===== src/rtl/dac_frame_pkg.sv =====
package dac_frame_pkg;

    localparam int SAMPLE_W = 12;
    localparam int CTRL_W   = 4;
    localparam int FRAME_W  = SAMPLE_W + CTRL_W;
    localparam int BIT_W    = $clog2(FRAME_W);

    // channel A, unity gain, output active
    localparam logic [CTRL_W-1:0] CTRL_NIBBLE = 4'b0011;

    typedef logic [FRAME_W-1:0]  frame_t;
    typedef logic [SAMPLE_W-1:0] sample_t;

    typedef enum logic [1:0] {
        ST_IDLE  = 2'd0,
        ST_SETUP = 2'd1,
        ST_SHIFT = 2'd2,
        ST_GAP   = 2'd3
    } tx_state_t;

    function automatic frame_t pack_frame(input sample_t payload);
        return {CTRL_NIBBLE, payload};
    endfunction

endpackage


===== src/rtl/dft_tick.sv =====
module dft_tick #(
    parameter int W = 4
) (
    input  logic         clk,
    input  logic         rst,
    input  logic         run,
    input  logic [W-1:0] span,
    output logic         tick
);
    logic [W-1:0] cnt;

    assign tick = run && (cnt == span - W'(1));

    always_ff @(posedge clk) begin
        if (rst || !run || tick) cnt <= '0;
        else                     cnt <= cnt + W'(1);
    end
endmodule


===== src/rtl/dft_delay.sv =====
module dft_delay #(
    parameter int W    = 4,
    parameter int LOAD = 1
) (
    input  logic clk,
    input  logic rst,
    input  logic load,
    output logic expired
);
    logic [W-1:0] cnt;

    assign expired = (cnt == '0);

    always_ff @(posedge clk) begin
        if (rst)           cnt <= '0;
        else if (load)     cnt <= W'(LOAD);
        else if (!expired) cnt <= cnt - W'(1);
    end
endmodule


===== src/rtl/dft_shreg.sv =====
module dft_shreg #(
    parameter int W = 16
) (
    input  logic         clk,
    input  logic         rst,
    input  logic         load,
    input  logic [W-1:0] din,
    input  logic         shift,
    output logic         msb
);
    logic [W-1:0] sr;

    assign msb = sr[W-1];

    always_ff @(posedge clk) begin
        if (rst)        sr <= '0;
        else if (load)  sr <= din;
        else if (shift) sr <= {sr[W-2:0], 1'b0};
    end
endmodule


===== src/rtl/dac_frame_tx.sv =====
module dac_frame_tx
    import dac_frame_pkg::*;
#(
    parameter int HALF_DIV   = 10,
    parameter int SETUP_CYC  = 400,
    parameter bit SCALE_HALF = 1'b1
) (
    input  logic                clk,
    input  logic                rst,
    input  logic                strobe,
    input  logic [SAMPLE_W-1:0] sample,
    output logic                cs_n,
    output logic                sclk,
    output logic                sdo,
    output logic                busy,
    output logic                done,
    output logic                overrun
);
    localparam int HC_W = $clog2(2 * HALF_DIV + 1);
    localparam int SC_W = (SETUP_CYC > 1) ? $clog2(SETUP_CYC + 1) : 1;

    tx_state_t        state;
    logic             sclk_q;
    logic [BIT_W-1:0] bit_cnt;
    logic             done_q;
    logic             ovr_q;

    logic             accept;
    logic             tick;
    logic             tick_run;
    logic [HC_W-1:0]  tick_span;
    logic             setup_over;
    logic             shift_en;
    sample_t          payload;

    generate
        if (SCALE_HALF) begin : g_half
            assign payload = sample >> 1;
        end else begin : g_full
            assign payload = sample;
        end
    endgenerate

    assign accept    = strobe && (state == ST_IDLE);
    assign tick_run  = (state == ST_SHIFT) || (state == ST_GAP);
    assign tick_span = (state == ST_GAP) ? HC_W'(2 * HALF_DIV) : HC_W'(HALF_DIV);
    assign shift_en  = (state == ST_SHIFT) && tick && sclk_q;

    dft_tick #(.W(HC_W)) u_tick (
        .clk  (clk),
        .rst  (rst),
        .run  (tick_run),
        .span (tick_span),
        .tick (tick)
    );

    dft_delay #(.W(SC_W), .LOAD(SETUP_CYC - 1)) u_setup (
        .clk     (clk),
        .rst     (rst),
        .load    (accept),
        .expired (setup_over)
    );

    dft_shreg #(.W(FRAME_W)) u_shreg (
        .clk   (clk),
        .rst   (rst),
        .load  (accept),
        .din   (pack_frame(payload)),
        .shift (shift_en),
        .msb   (sdo)
    );

    always_ff @(posedge clk) begin
        if (rst) begin
            state   <= ST_IDLE;
            sclk_q  <= 1'b0;
            bit_cnt <= '0;
            done_q  <= 1'b0;
            ovr_q   <= 1'b0;
        end else begin
            done_q <= 1'b0;
            if (strobe && (state != ST_IDLE)) ovr_q <= 1'b1;
            unique case (state)
                ST_IDLE: begin
                    if (strobe) state <= ST_SETUP;
                end
                ST_SETUP: begin
                    if (setup_over) begin
                        state   <= ST_SHIFT;
                        bit_cnt <= '0;
                    end
                end
                ST_SHIFT: begin
                    if (tick) begin
                        sclk_q <= ~sclk_q;
                        if (sclk_q) begin
                            if (bit_cnt == BIT_W'(FRAME_W - 1)) begin
                                state  <= ST_GAP;
                                done_q <= 1'b1;
                            end else begin
                                bit_cnt <= bit_cnt + BIT_W'(1);
                            end
                        end
                    end
                end
                ST_GAP: begin
                    if (tick) state <= ST_IDLE;
                end
                default: state <= ST_IDLE;
            endcase
        end
    end

    assign cs_n    = (state != ST_SHIFT);
    assign sclk    = sclk_q;
    assign busy    = (state != ST_IDLE);
    assign done    = done_q;
    assign overrun = ovr_q;

endmodule


===== config.mk =====
export PLATFORM = sky130hd
export DESIGN_NAME = dac_frame_tx
export DESIGN_NICKNAME = d
export VERILOG_FILES = /design/src/rtl/dac_frame_pkg.sv /design/src/rtl/dft_tick.sv /design/src/rtl/dft_delay.sv /design/src/rtl/dft_shreg.sv /design/src/rtl/dac_frame_tx.sv
export SDC_FILE = /design/constraint.sdc
export NUM_CORES = 1
export LEC_CHECK = 0
export CORE_MARGIN = 2
export CORE_UTILIZATION = 30
export CTS_CLUSTER_DIAMETER = 60
export DETAILED_ROUTE_END_ITERATION = 12
export SLEW_MARGIN = 20
export SYNTH_ARGS = -nofsm -noshare
export SYNTH_HDL_FRONTEND = slang
export SYNTH_SLANG_ARGS = --single-unit

===== constraint.sdc =====
create_clock -name clk -period 2.6 [get_ports clk]
set_input_delay 0.26 -clock clk [delete_from_list [all_inputs] [get_ports clk]]
set_output_delay 0.26 -clock clk [all_outputs]
set_load 0.1 [all_outputs]

==> flow_metrics.env, run 1 <==
export IMPL_ant_nets=0
export IMPL_cp_max_fo=9
export IMPL_synth_nets=245
export IMPL_place_ws_ns=0.386
export IMPL_critPathBufInv=0
export IMPL_final_cells=319
export IMPL_port_buffer_count=19
export IMPL_worstSetupPathType="reg2reg"
export IMPL_syn_area_per_cell_sq_um=8.55
export IMPL_place_inst=311
export IMPL_fin_ws_ns=0.405
export IMPL_path_clk_slew_ns=0.07
export IMPL_fin_nets=266
export IMPL_first_pass_iters=4
export IMPL_cts_max_path_buffers=2
export IMPL_start_util=0.315
export IMPL_ys_warn_count=0
export IMPL_core_area_sq_um=6030
export IMPL_grtUsageTotal=0.115
export IMPL_cts_buffers=5
export IMPL_dieArea_sq_um=6980
export IMPL_synth_top_cell_area_share=0.411
export IMPL_worst_pin_slew_ns=0.570
export IMPL_cap_violations=0
export IMPL_syn_inst=222
export IMPL_drt_iter0_drc=58
export IMPL_fp_dieH_microns=83.5
export IMPL_fin_worst_skew_ns=0.00490
export IMPL_drv_slew=0
export IMPL_num_rows=28
export IMPL_synth_seq_cells=39
export IMPL_irDropWorstVdd_uv=699
export IMPL_ctsRootBufferMaster="clkbuf_8"
export IMPL_cpMaxStageDelayCell="or4b_4"
export IMPL_antenna_cells_inserted=0
export IMPL_synth_async_reset_ratio=0
export IMPL_synth_ff_type="dfxtp_1"
export IMPL_period_needed_ns=2.19
export IMPL_synthesis_area_sq_um=1900
export IMPL_ys_seq_area_frac=0.411
export IMPL_synth_area_leaders="dfxtp_1, mux2i_1, nor2_1"
export IMPL_power_mw=2.11
export IMPL_cp_arrival_ns=2.37
export IMPL_maxSlewHeadroom=0.618
export IMPL_synth_edff_count=0
export IMPL_cp_top_family="simple AND/OR/NAND/NOR gates"
export IMPL_grt_pass1_vias=1519
export IMPL_postCtsSetupRepairBufs=0
export IMPL_grt_antenna_before_repair=0
export IMPL_max_stage_delay_ns=0.56
export IMPL_cts_num_sinks=39
export IMPL_power_density_nw_per_um2=942
export IMPL_tns_ns=0
export IMPL_yosysTopAreaCell="dfxtp_1"
export IMPL_vias=1565
export IMPL_grt_setup_unrepaired="no"
export IMPL_yosysUniqueCellTypes=34
export IMPL_grt_pass1_wl_mm=6.64
export IMPL_hold_viol=0
export IMPL_area_delta_synth_final_pct=17.7
export IMPL_drive_gt1_frac=0.102
export IMPL_hold_class="reg2reg"
export IMPL_hold_buffers=0
export IMPL_ios=21
export IMPL_required_ns=2.78
export IMPL_overflow=0
export IMPL_cp_start_kind="flip-flop"
export IMPL_place_congestion=0.736
export IMPL_htree_levels=2
export IMPL_outcome="finished clean"
export IMPL_drc=0
export IMPL_grt_start_max_net_pins=29
export IMPL_crit_path_cell_trace="ha_1 -> or4b_4 -> a21oi_4 -> and3_1 -> mux2i_1 -> a211oi_1"
export IMPL_period_share=0.844
export IMPL_viasPerCell=4.91
export IMPL_cts_resized=0
export IMPL_avgRoutedWirePerCell_microns=11.4
export IMPL_max_freq_ghz=0.456
export IMPL_setup_viol=0
export IMPL_end_kind="flip-flop"
export IMPL_power_leakage_nw=0.877
export IMPL_insertion_delay_ns=0.30
export IMPL_dp_hpwl_mm=2.58
export IMPL_drt_total_wl_mm=3.63
export IMPL_die_w_microns=83.5
export IMPL_cts_tree="done"
## power breakdown
part | switching, mW | internal, mW
Sequential | 0.0875 | 0.721
Clock | 0.213 | 0.187
Combinational | 0.562 | 0.335
## stage by stage
step | hold WS, ns | area [sq um] | utilization
final | 0.453 | 2230 | 0.371
after global placement | 0.442 | 2150 | 0.357
after detailed placement | 0.449 | 2150 | 0.357
after floorplan | 0.401 | 1900 | -
after global routing | 0.485 | 2230 | 0.371
after CTS | 0.460 | 2230 | 0.371
## area by class of cell
class | count | area, sq um
clock inverter | 2 | 12.5
clock buffer | 6 | 72.6
multi-input combinational | 162 | 1020
timing repair buffer | 24 | 213
tap | 75 | 93.8
sequential | 39 | 781
fill | 644 | 3790
inverter | 11 | 41.3
## worst paths after layout
kind	startpoint	to	slack, ns	cells past startpoint
worst min register to register	u_shreg.sr[14]	u_shreg.sr[15]	0.45	2
worst min-delay path	u_shreg.sr[14]	u_shreg.sr[15]	0.45	2
worst max-delay path	state[0]	u_shreg.sr[2]	0.41	6
worst max register to register	state[0]	u_shreg.sr[2]	0.41	6
## flip-flops by register name, summed over array words and instances, names as in the netlist
register     cells
bit_cnt          4
done             1
overrun          1
sclk             1
state            2
u_setup.cnt      9
u_shreg.sr      16
u_tick.cnt       5
## kinds of logic after synthesis
logic type / synth area share
AO/OA/AOI/OAI: 0.145
multiplexers: 0.0686
XOR/XNOR: 0.0415
buffers and inverters: 0.0508
flip-flops: 0.411
AND/OR/NAND/NOR: 0.230
adder cells (fa/ha/maj): 0.0527
## synth_stat cells (5+ instances only)
| master | number |
|---|---|
| clkbuf_1 | 5 |
| nand3_1 | 11 |
| nor3_1 | 6 |
| a31oi_1 | 8 |
| xor2_1 | 5 |
| a211oi_1 | 10 |
| a21oi_1 | 16 |
| nor2_1 | 28 |
| dfxtp_1 | 39 |
| mux2i_1 | 13 |
| nand2_1 | 22 |
| inv_1 | 11 |
| ha_1 | 8 |
## worst min-delay path, cell delays in order (launching register included)
cell and delay (ns):
dfxtp_1 0.31, nand2_1 0.05, a21oi_1 0.05
## cell usage in the layout (no fill, tap or decap), types with 2 or more instances in the layout
cell type,count
or3_1,4
inv_1,11
clkdlybuf4s50_1,13
xnor2_1,4
clkbuf_8,5
mux2i_1,13
o21ai_0,3
a21oi_1,16
nor2b_1,3
buf_4,11
nand2_1,22
dfxtp_1,39
a211oi_1,10
xor2_1,5
nand3_1,11
ha_1,8
nand4b_1,2
nor3_1,6
a31oi_1,8
nor2_1,28
o31ai_1,4
nand2b_1,4
## metal layers
layer | share of wire | global-route usage | vias to the layer above
met5 | 0 | 0 | -
met3 | 0.045 | 0.0307 | 7
met2 | 0.41 | 0.169 | 28
li1 | - | - | 816
met1 | 0.52 | 0.159 | 714
met4 | 0.017 | 0.0469 | 0
Power figures use the tool's default switching activity.
==> run 2, diff against run 1 <==
Clock period 2.6 ns to 2.1 ns, I/O delays scaled along.
==> flow_metrics.env, run 2 (synthesis results as in run 1) <==
export IMPL_internal_power_mw=1.72
export IMPL_grt_pass1_vias=1556
export IMPL_final_cell_mix="dfxtp_1, nor2_1, nand2_1"
export IMPL_drt_iter0_drc=51
export IMPL_area_delta_synth_final_pct=31.6
export IMPL_cp_arrival_ns=2.28
export IMPL_setup_viol=0
export IMPL_largest_register="u_shreg.sr"
export IMPL_dieArea_sq_um=6980
export IMPL_maxSlewHeadroom=0.712
export IMPL_drive_gt1_frac=0.208
export IMPL_period_needed_ns=2.08
export IMPL_fin_worst_skew_ns=0.00335
export IMPL_avgRoutedWirePerCell_microns=12.0
export IMPL_cts_buffers=5
export IMPL_cts_num_sinks=39
export IMPL_num_rows=28
export IMPL_port_buffer_count=19
export IMPL_cts_max_path_buffers=2
export IMPL_critPathBufInv=0
export IMPL_layout_commonest_cell="dfxtp_1"
export IMPL_start_util=0.315
export IMPL_fp_dieH_microns=83.5
export IMPL_ant_nets=0
export IMPL_worstSetupPathType="reg2reg"
export IMPL_hold_class="reg2reg"
export IMPL_fill_cells=606
export IMPL_power_frac_comb=0.482
export IMPL_dp_hpwl_mm=2.71
export IMPL_drt_total_wl_mm=4.01
export IMPL_seqPwrFrac=0.344
export IMPL_max_stage_delay_ns=0.63
export IMPL_outcome="finished clean"
export IMPL_crit_path_cell_trace="ha_4 -> or4b_4 -> nand3_2 -> nand4b_1 -> or4b_2 -> o31ai_2"
export IMPL_cap_violations=0
export IMPL_fin_nets=281
export IMPL_fin_ws_ns=0.0226
export IMPL_power_leakage_nw=0.965
export IMPL_grt_antenna_before_repair=0
export IMPL_path_clk_slew_ns=0.08
export IMPL_drv_slew=0
export IMPL_overflow=0
export IMPL_drc=0
export IMPL_grtUsageTotal=0.117
export IMPL_cpMaxStageDelayCell="or4b_2"
export IMPL_clkPwrFrac=0.173
export IMPL_first_pass_iters=4
export IMPL_grt_start_max_net_pins=24
export IMPL_hold_buffers=0
export IMPL_grt_pass1_wl_mm=6.86
export IMPL_largest_reg_flops=16
export IMPL_max_freq_ghz=0.481
export IMPL_antenna_cells_inserted=0
export IMPL_power_mw=2.92
export IMPL_p_switching_mw=1.19
export IMPL_place_congestion=0.748
export IMPL_cp_start_kind="flip-flop"
export IMPL_end_kind="flip-flop"
export IMPL_switching_share=0.408
export IMPL_largestRegisters="u_shreg.sr: 16 flops, u_setup.cnt: 9 flops, u_tick.cnt: 5 flops"
export IMPL_grt_setup_unrepaired="yes"
export IMPL_cp_max_fo=2
export IMPL_cp_top_family="simple AND/OR/NAND/NOR gates"
export IMPL_htree_levels=2
export IMPL_tns_ns=0
export IMPL_core_area_sq_um=6030
export IMPL_irDropWorstVdd_uv=1050
export IMPL_vias=1621
export IMPL_insertion_delay_ns=0.29
export IMPL_viasPerCell=4.85
export IMPL_worst_pin_slew_ns=0.429
export IMPL_required_ns=2.30
export IMPL_die_w_microns=83.5
export IMPL_ios=21
export IMPL_power_density_nw_per_um2=1170
export IMPL_ctsRootBufferMaster="clkbuf_8"
export IMPL_place_ws_ns=0.00139
export IMPL_hold_viol=0
export IMPL_period_share=0.989
export IMPL_cts_tree="done"
==> run 2: changes by cell type in the layout (fill, tap and decap cells not counted), moves of 3 or more <==
cell     previous run  this run
dfxtp_1            39        36
buf_12              0         4
dfxtp_2             0         3
buf_4              11        19
==> run 2: what timing repair did <==
action,in CTS,in global routing
gates cloned,0,1
setup endpoints to repair,2,18
buffers inserted,0,1
resized for setup,1,17
pin swaps,1,13
==> run 2: path summary, 6_finish.rpt <==
| path | start | to | slack (ns) | cells after the start |
|---|---|---|---|---|
| worst max-delay path | state[0] | state[1] | 0.02 | 6 |
| worst min-delay path | u_shreg.sr[14] | u_shreg.sr[15] | 0.45 | 2 |
| worst max register to register | state[0] | state[1] | 0.02 | 6 |
| worst min register to register | u_shreg.sr[14] | u_shreg.sr[15] | 0.45 | 2 |
==> run 2: area by class of cell <==
| type | count | area, sq um | share of cell area |
|---|---|---|---|
| sequential | 39 | 785 | 0.314 |
| multi-input combinational | 163 | 1110 | 0.446 |
| inverter | 11 | 45.0 | 0.0180 |
| tap | 75 | 93.8 | 0.0376 |
| clock inverter | 2 | 12.5 | 0.00501 |
| timing repair buffer | 38 | 375 | 0.150 |
| clock buffer | 6 | 72.6 | 0.0291 |
==> run 2: worst min-delay path, stage by stage (launching register included) <==
cell and delay, ns:
dfxtp_1 0.32, nand2_1 0.05, a21oi_1 0.05
==> run 2: power groups by stage <==
stage / Combinational [mW] / Clock [mW] / Sequential [mW]
finish: 1.41 / 0.505 / 1.00
global route: 1.56 / 0.543 / 1.03
CTS: 1.31 / 0.526 / 0.994
detailed placement: 1.30 / 0 / 1.01
global placement: 1.28 / 0 / 1.01
floorplan: 0.870 / 0 / 1.03
==> run 2: per-layer routing <==
layer  global-route usage  vias to the layer above  routed length, microns
met3               0.0297                        7                     116
met1                0.161                      747                    1970
met5                    0                        -                       0
met4               0.0469                        0                      71
li1                     -                      845                       -
met2                0.176                       22                    1860
==> run 2: through the flow <==
step	hold WS, ns	std cells	cell area, sq um	util
4_1_cts	0.462	332	2390	0.396
5_1_grt	0.485	334	2500	0.414
3_5_place_dp	0.450	324	2300	0.381
3_3_place_gp	0.445	324	2300	0.381
6_report	0.454	334	2500	0.414
2_1_floorplan	0.351	222	1910	-
